===== config.mk =====
export PLATFORM = sky130hd
export DESIGN_NAME = dual_bus_xcvr
export DESIGN_NICKNAME = d
export VERILOG_FILES = /design/src/rtl/dual_bus_xcvr_pkg.sv /design/src/rtl/dual_bus_xcvr_ctrl.sv /design/src/rtl/dual_bus_xcvr_dp.sv /design/src/rtl/dual_bus_xcvr.sv
export SDC_FILE = /design/constraint.sdc
export NUM_CORES = 1
export LEC_CHECK = 0
export BUFFER_PORTS_ARGS = -buffer_cell sky130_fd_sc_hd__buf_2
export CAP_MARGIN = 20
export CORE_UTILIZATION = 25
export DETAILED_ROUTE_END_ITERATION = 8
export GPL_ROUTABILITY_DRIVEN = 1
export PLACE_DENSITY = 0.54
export SYNTH_ARGS = -nofsm -noshare
export SYNTH_HDL_FRONTEND = slang
export SYNTH_HIERARCHICAL = 1
export SYNTH_SLANG_ARGS = --single-unit

===== constraint.sdc =====
create_clock -name clk -period 1.57 [get_ports clk]
set_input_delay 0.0785 -clock clk [delete_from_list [all_inputs] [get_ports clk]]
set_output_delay 0.0785 -clock clk [all_outputs]
set_load 0.05 [all_outputs]

===== src/rtl/dual_bus_xcvr_pkg.sv =====
package dual_bus_xcvr_pkg;
  parameter int NUM_LANES = 4;

  // Per-lane strobes handed from control to datapath; live/stored/selfHold one-hot per direction
  typedef struct packed {
    logic [NUM_LANES-1:0] capAb;
    logic [NUM_LANES-1:0] capBa;
    logic [NUM_LANES-1:0] liveAb;
    logic [NUM_LANES-1:0] storedAb;
    logic [NUM_LANES-1:0] liveBa;
    logic [NUM_LANES-1:0] storedBa;
    logic [NUM_LANES-1:0] enAb;
    logic [NUM_LANES-1:0] enBa;
    logic [NUM_LANES-1:0] selfHold;
  } xcvrStrobes_t;
endpackage


===== src/rtl/dual_bus_xcvr_ctrl.sv =====
module dual_bus_xcvr_ctrl
  import dual_bus_xcvr_pkg::*;
(
  input  logic                 clk,
  input  logic                 rstN,
  input  logic [NUM_LANES-1:0] capAbStb,
  input  logic [NUM_LANES-1:0] capBaStb,
  input  logic [NUM_LANES-1:0] selAb,
  input  logic [NUM_LANES-1:0] selBa,
  input  logic [NUM_LANES-1:0] oeAb,
  input  logic [NUM_LANES-1:0] oeBaN,
  output xcvrStrobes_t         strobes
);
  logic [NUM_LANES-1:0] capAbQ, capBaQ;
  logic [NUM_LANES-1:0] holdNext;
  logic [NUM_LANES-1:0] liveAbQ, storedAbQ, liveBaQ, storedBaQ;
  logic [NUM_LANES-1:0] enAbQ, enBaQ, selfHoldQ;

  // Strobe history tracks through reset so a strobe held across release does not fire
  always_ff @(posedge clk) begin
    capAbQ <= capAbStb;
    capBaQ <= capBaStb;
  end

  assign holdNext = ~selAb & ~selBa & oeAb & ~oeBaN;

  // Registered source decode: the datapath mux only ever sees clean one-hot selects
  always_ff @(posedge clk) begin
    selfHoldQ <= holdNext;
    storedAbQ <= selAb;
    liveAbQ   <= ~selAb & ~holdNext;
    storedBaQ <= selBa;
    liveBaQ   <= ~selBa & ~holdNext;
    enAbQ     <= oeAb;
    enBaQ     <= ~oeBaN;
  end

  assign strobes.capAb    = capAbStb & ~capAbQ & {NUM_LANES{rstN}};
  assign strobes.capBa    = capBaStb & ~capBaQ & {NUM_LANES{rstN}};
  assign strobes.liveAb   = liveAbQ;
  assign strobes.storedAb = storedAbQ;
  assign strobes.liveBa   = liveBaQ;
  assign strobes.storedBa = storedBaQ;
  assign strobes.enAb     = enAbQ;
  assign strobes.enBa     = enBaQ;
  assign strobes.selfHold = selfHoldQ;
endmodule


===== src/rtl/dual_bus_xcvr_dp.sv =====
module dual_bus_xcvr_dp
  import dual_bus_xcvr_pkg::*;
#(
  parameter  int LANE_W = 9,
  localparam int BUS_W  = NUM_LANES * LANE_W
) (
  input  logic                 clk,
  input  logic                 rstN,
  input  xcvrStrobes_t         strobes,
  input  logic [BUS_W-1:0]     aIn,
  input  logic [NUM_LANES-1:0] aDrv,
  input  logic [BUS_W-1:0]     bIn,
  input  logic [NUM_LANES-1:0] bDrv,
  output logic [BUS_W-1:0]     aOut,
  output logic [BUS_W-1:0]     aOe,
  output logic [BUS_W-1:0]     bOut,
  output logic [BUS_W-1:0]     bOe
);
  for (genvar l = 0; l < NUM_LANES; l++) begin : g_lane
    logic [LANE_W-1:0] aLane, bLane;
    logic [LANE_W-1:0] regAb, regBa, holdVal, loopVal;

    assign aLane = aIn[l*LANE_W +: LANE_W];
    assign bLane = bIn[l*LANE_W +: LANE_W];

    // Loop value: an external driver wins, otherwise the loop keeps the last driven word
    assign loopVal = aDrv[l] ? aLane : (bDrv[l] ? bLane : holdVal);

    always_ff @(posedge clk) begin
      if (!rstN) begin
        regAb   <= '0;
        regBa   <= '0;
        holdVal <= '0;
      end else begin
        if (strobes.capAb[l]) regAb <= aLane;
        if (strobes.capBa[l]) regBa <= bLane;
        if (aDrv[l] || bDrv[l]) holdVal <= aDrv[l] ? aLane : bLane;
      end
    end

    // AND-OR mux on one-hot registered selects: one source term per lane at a time
    assign bOut[l*LANE_W +: LANE_W] = ({LANE_W{strobes.liveAb[l]}}   & aLane)
                                    | ({LANE_W{strobes.storedAb[l]}} & regAb)
                                    | ({LANE_W{strobes.selfHold[l]}} & loopVal);
    assign aOut[l*LANE_W +: LANE_W] = ({LANE_W{strobes.liveBa[l]}}   & bLane)
                                    | ({LANE_W{strobes.storedBa[l]}} & regBa)
                                    | ({LANE_W{strobes.selfHold[l]}} & loopVal);

    assign bOe[l*LANE_W +: LANE_W] = {LANE_W{strobes.enAb[l]}};
    assign aOe[l*LANE_W +: LANE_W] = {LANE_W{strobes.enBa[l]}};
  end
endmodule


===== src/rtl/dual_bus_xcvr.sv =====
module dual_bus_xcvr
  import dual_bus_xcvr_pkg::*;
#(
  parameter  int LANE_W = 9,
  localparam int BUS_W  = NUM_LANES * LANE_W
) (
  input  logic                 clk,
  input  logic                 rstN,
  input  logic [BUS_W-1:0]     aIn,
  input  logic [NUM_LANES-1:0] aDrv,
  input  logic [BUS_W-1:0]     bIn,
  input  logic [NUM_LANES-1:0] bDrv,
  input  logic [NUM_LANES-1:0] capAbStb,
  input  logic [NUM_LANES-1:0] capBaStb,
  input  logic [NUM_LANES-1:0] selAb,
  input  logic [NUM_LANES-1:0] selBa,
  input  logic [NUM_LANES-1:0] oeAb,
  input  logic [NUM_LANES-1:0] oeBaN,
  output logic [BUS_W-1:0]     aOut,
  output logic [BUS_W-1:0]     aOe,
  output logic [BUS_W-1:0]     bOut,
  output logic [BUS_W-1:0]     bOe
);
  xcvrStrobes_t strobes;

  dual_bus_xcvr_ctrl u_ctrl (
    .clk      (clk),
    .rstN     (rstN),
    .capAbStb (capAbStb),
    .capBaStb (capBaStb),
    .selAb    (selAb),
    .selBa    (selBa),
    .oeAb     (oeAb),
    .oeBaN    (oeBaN),
    .strobes  (strobes)
  );

  dual_bus_xcvr_dp #(.LANE_W(LANE_W)) u_dp (
    .clk     (clk),
    .rstN    (rstN),
    .strobes (strobes),
    .aIn     (aIn),
    .aDrv    (aDrv),
    .bIn     (bIn),
    .bDrv    (bDrv),
    .aOut    (aOut),
    .aOe     (aOe),
    .bOut    (bOut),
    .bOe     (bOe)
  );
endmodule


==> impl_metrics.py <==
metrics = {
    "status": {
        "run_status": "finished with violations",
        "violations_in_the_final_reports": "setup timing",
    },
    "die": {
        "floorplan.die.height_um": 172,
        "start_util_pct": 25.6,
        "fp.dieW_um": 172,
        "io_pins": 250,
        "std_cell_rows": 61,
        "core_area_um2": 28100,
        "die-area_um2": 29500,
    },
    "sta": {
        "tns_ns": -0.0370,
        "final.hold.worst_slack_ns": 0.157,
        "max-slew-margin-rel_pct": 62.8,
        "hold_violations": 0,
        "rsz0062_at_grt": "yes",
        "slew_viol_final": 0,
        "setup_slack_ns": -0.0218,
        "finalWorstPathRequiredPeriod_ns": 1.59,
        "max_clock_freq_mhz": 628,
        "max_slew.worst_pin.slew_ns": 0.558,
        "timing.final.crit_share_pct": 101,
        "finalSetupViolCount": 3,
        "worst_clock_skew_ns": 0.0105,
    },
    "global_route": {
        "grt_pass1_vias": 6178,
        "grt_overflow_total": 0,
        "grt_antenna_before_repair": 1,
        "grt.total_usage_pct": 14.4,
        "grt_max_degree": 40,
        "grt_pass1_wl_um": 33200,
    },
    "detailed_routing": {
        "drt.antenna.violating_nets": 0,
        "vias": 6550,
        "drc": 0,
        "route.detailed.vias_per_inst": 4.67,
        "drtIter0Drc": 336,
        "first_pass_iters": 5,
        "routed_wl_um": 22100,
        "route.detailed.wl_per_inst_um": 15.7,
    },
    "yosys": {
        "seq_area_frac_synth_pct": 40.0,
        "netlist_area_um2": 7200,
        "synth_most_common_cell": "sky130_fd_sc_hd__dfxtp_1",
        "ys.flop_type": "sky130_fd_sc_hd__dfxtp_1",
        "syn-instance-count": 749,
        "synth.ff_latch_count": 144,
        "largest_area_contributor_in_the_netlist": "sky130_fd_sc_hd__dfxtp_1",
        "area_share_of_the_largest_cell_type_after_synthesis_pct": 40.0,
        "asyncSetResetFlopFracSynth_pct": 0,
        "ys_types": 20,
        "yosys-top-cells-count": "144 x sky130_fd_sc_hd__dfxtp_1, 108 x sky130_fd_sc_hd__mux2i_1, 84 x sky130_fd_sc_hd__buf_4",
        "synthesis.nets": 855,
        "synth_enable_flop_cells": 0,
        "leading_cell_types_by_total_area_after_synthesis": "sky130_fd_sc_hd__dfxtp_1 40%, sky130_fd_sc_hd__mux2i_1 15%, sky130_fd_sc_hd__buf_4 8.8%",
        "post_synth.cell_area_avg_um2": 9.61,
        "ys_warn_count": 6,
    },
    "clock_tree": {
        "max-clock-path-buffers": 2,
        "clock_tree.root_cell": "sky130_fd_sc_hd__clkbuf_16",
        "clkTransAtPathRegs_ns": 0.07,
        "htreeDepth": 4,
        "clock_tree_from_tritoncts": "built",
        "cts_num_sinks": 144,
        "tritoncts.num_buffers": 17,
        "clk_latency_ns": 0.42,
    },
    "power_and_ir_drop": {
        "power.total_mw": 10.8,
        "power.leakage_nw": 4.18,
        "power_per_cell_area_nw_per_um2": 1050,
        "irDropWorstVdd_mv": 0.600,
    },
    "placed_design": {
        "dpl_worst_slack_ns": 0.188,
        "placed_cells": 1261,
        "place.gp.congestion": 0.782,
        "dpl_cell_area_um2": 8170,
        "count_of_input_and_output_buffers": 249,
        "dp_hpwl_um": 15100,
    },
    "layout": {
        "area_of_combinational_cells_with_multiple_inputs_um2": 3630,
        "layout.area.seq_um2": 2920,
        "final_nets": 1116,
        "layout.cells.non_filler": 1402,
        "area.growth.synth_to_final_pct": 43.3,
        "utilization_pct": 36.7,
        "layout.cell_area.non_filler_um2": 10300,
        "drive_above_1_share_pct": 35.6,
        "filler_cell_count": 2909,
    },
    "worst_setup_path": {
        "worst_ep_required_time_ns": 1.49,
        "flop2flop_setup_slack_ns": 0.48,
        "crit_path_end_kind": "output port",
        "cp.arrival_ns": 1.51,
        "classification_of_the_worst_setup_path": "flop to output port",
        "critical_path_peak_fanout": 7,
        "worst_setup_path_start_kind": "flop",
    },
    "worst_hold_path": {
        "min_path_type": "input pin to flop",
    },
    "job": {
        "drv_cap": 0,
    },
}
[worst max-delay path, stage by stage (launching register included)]
cell and delay, ns:
sky130_fd_sc_hd__dfxtp_4 0.43, sky130_fd_sc_hd__buf_8 0.17, sky130_fd_sc_hd__nand3_4 0.07, sky130_fd_sc_hd__o211ai_1 0.15, sky130_fd_sc_hd__buf_4 0.26
[report_power, final]
part	total, mW	internal (mW)	switching (mW)
Clock	4.36	2.58	1.78
Sequential	3.99	3.84	0.150
Combinational	2.47	0.874	1.60
Total	10.8	7.29	3.53
[registers in the layout (all words and copies together) (netlist names)]
register	count
u_dp/g_lane.holdVal	36
u_dp/g_lane.regAb	36
u_dp/g_lane.regBa	36
u_ctrl/capAbQ	4
u_ctrl/capBaQ	4
u_ctrl/enAbQ	4
u_ctrl/enBaQ	4
u_ctrl/liveAbQ	4
u_ctrl/liveBaQ	4
u_ctrl/selfHoldQ	4
u_ctrl/storedAbQ	4
u_ctrl/storedBaQ	4
[final timing paths]
check	cells after the start	end	from
min	3	u_dp/g_lane[1].holdVal[4]$_SDFFE_PN0P_	bIn[13]
max	4	bOut[6]	u_ctrl/selfHoldQ[0]$_DFF_P_
min reg2reg	2	u_dp/g_lane[1].regAb[3]$_SDFFE_PN0P_	u_dp/g_lane[1].regAb[3]$_SDFFE_PN0P_
max reg2reg	4	u_dp/g_lane[0].regBa[7]$_SDFFE_PN0P_	u_ctrl/capBaQ[0]$_DFF_P_
[area by class of cell]
class | instances | area share [%]
flip-flops and latches | 144 | 28.3
inverters | 17 | 0.630
repair buffers | 366 | 25.3
well taps | 378 | 4.58
multi-input cells | 464 | 35.2
clock buffers | 19 | 4.29
clock inverters | 13 | 1.70
diodes | 1 | 0.0242
[layout by cell type (no fill, tap or decap), types with 2 or more instances in the layout]
| cell | Yosys | routed |
|---|---|---|
| sky130_fd_sc_hd__a22oi_1 | 72 | 69 |
| sky130_fd_sc_hd__nor4b_2 | 4 | 4 |
| sky130_fd_sc_hd__nand3_1 | 36 | 16 |
| sky130_fd_sc_hd__clkbuf_16 | 0 | 17 |
| sky130_fd_sc_hd__nor2b_1 | 36 | 36 |
| sky130_fd_sc_hd__buf_12 | 0 | 4 |
| sky130_fd_sc_hd__buf_6 | 12 | 4 |
| sky130_fd_sc_hd__clkinv_4 | 0 | 3 |
| sky130_fd_sc_hd__nand2b_4 | 4 | 9 |
| sky130_fd_sc_hd__nand3_4 | 0 | 11 |
| sky130_fd_sc_hd__buf_4 | 84 | 82 |
| sky130_fd_sc_hd__inv_1 | 12 | 12 |
| sky130_fd_sc_hd__inv_2 | 5 | 4 |
| sky130_fd_sc_hd__o211ai_1 | 72 | 72 |
| sky130_fd_sc_hd__a22oi_2 | 0 | 3 |
| sky130_fd_sc_hd__a211oi_1 | 36 | 36 |
| sky130_fd_sc_hd__nor2_1 | 73 | 73 |
| sky130_fd_sc_hd__dfxtp_1 | 144 | 125 |
| sky130_fd_sc_hd__dfxtp_2 | 0 | 15 |
| sky130_fd_sc_hd__clkinv_2 | 0 | 2 |
| sky130_fd_sc_hd__nand3_2 | 0 | 9 |
| sky130_fd_sc_hd__mux2i_1 | 108 | 107 |
| sky130_fd_sc_hd__bufinv_16 | 0 | 3 |
| sky130_fd_sc_hd__dlygate4sd3_1 | 0 | 96 |
| sky130_fd_sc_hd__a31oi_1 | 8 | 8 |
| sky130_fd_sc_hd__and3b_1 | 7 | 7 |
| sky130_fd_sc_hd__dfxtp_4 | 0 | 4 |
| sky130_fd_sc_hd__buf_2 | 11 | 178 |
| sky130_fd_sc_hd__inv_6 | 0 | 4 |
| sky130_fd_sc_hd__nand2b_2 | 0 | 2 |
[cells by family (layout without fill, tap and decap cells)]
logic type      Yosys count  after routing  synth area share [%]
other cells               0              1                     0
mux                     108            108                  15.0
simple gates            161            168                  11.9
buf+inv                 148            415                  13.5
compound gates          188            188                  19.5
flops                   144            144                  40.0
[routing by layer]
metal | GRT usage (%) | wire, µm | share of wire (%) | vias to the layer above
li1 | - | - | - | 3216
met1 | 18.5 | 10100 | 46 | 3089
met2 | 24.1 | 10600 | 48 | 221
met3 | 2.74 | 970 | 4.4 | 24
met4 | 4.85 | 339 | 1.5 | 0
met5 | 0 | 0 | 0 | -
[repair_timing]
item,4_1_cts,5_1_grt
resized for setup,91,55
hold buffers,96,0
endpoints found under the hold margin,142,0
pin swaps,17,26
buffers inserted,4,1
gates cloned,6,1
endpoints found under the setup margin,72,55
No activity file was read; power rests on OpenSTA's default activity.
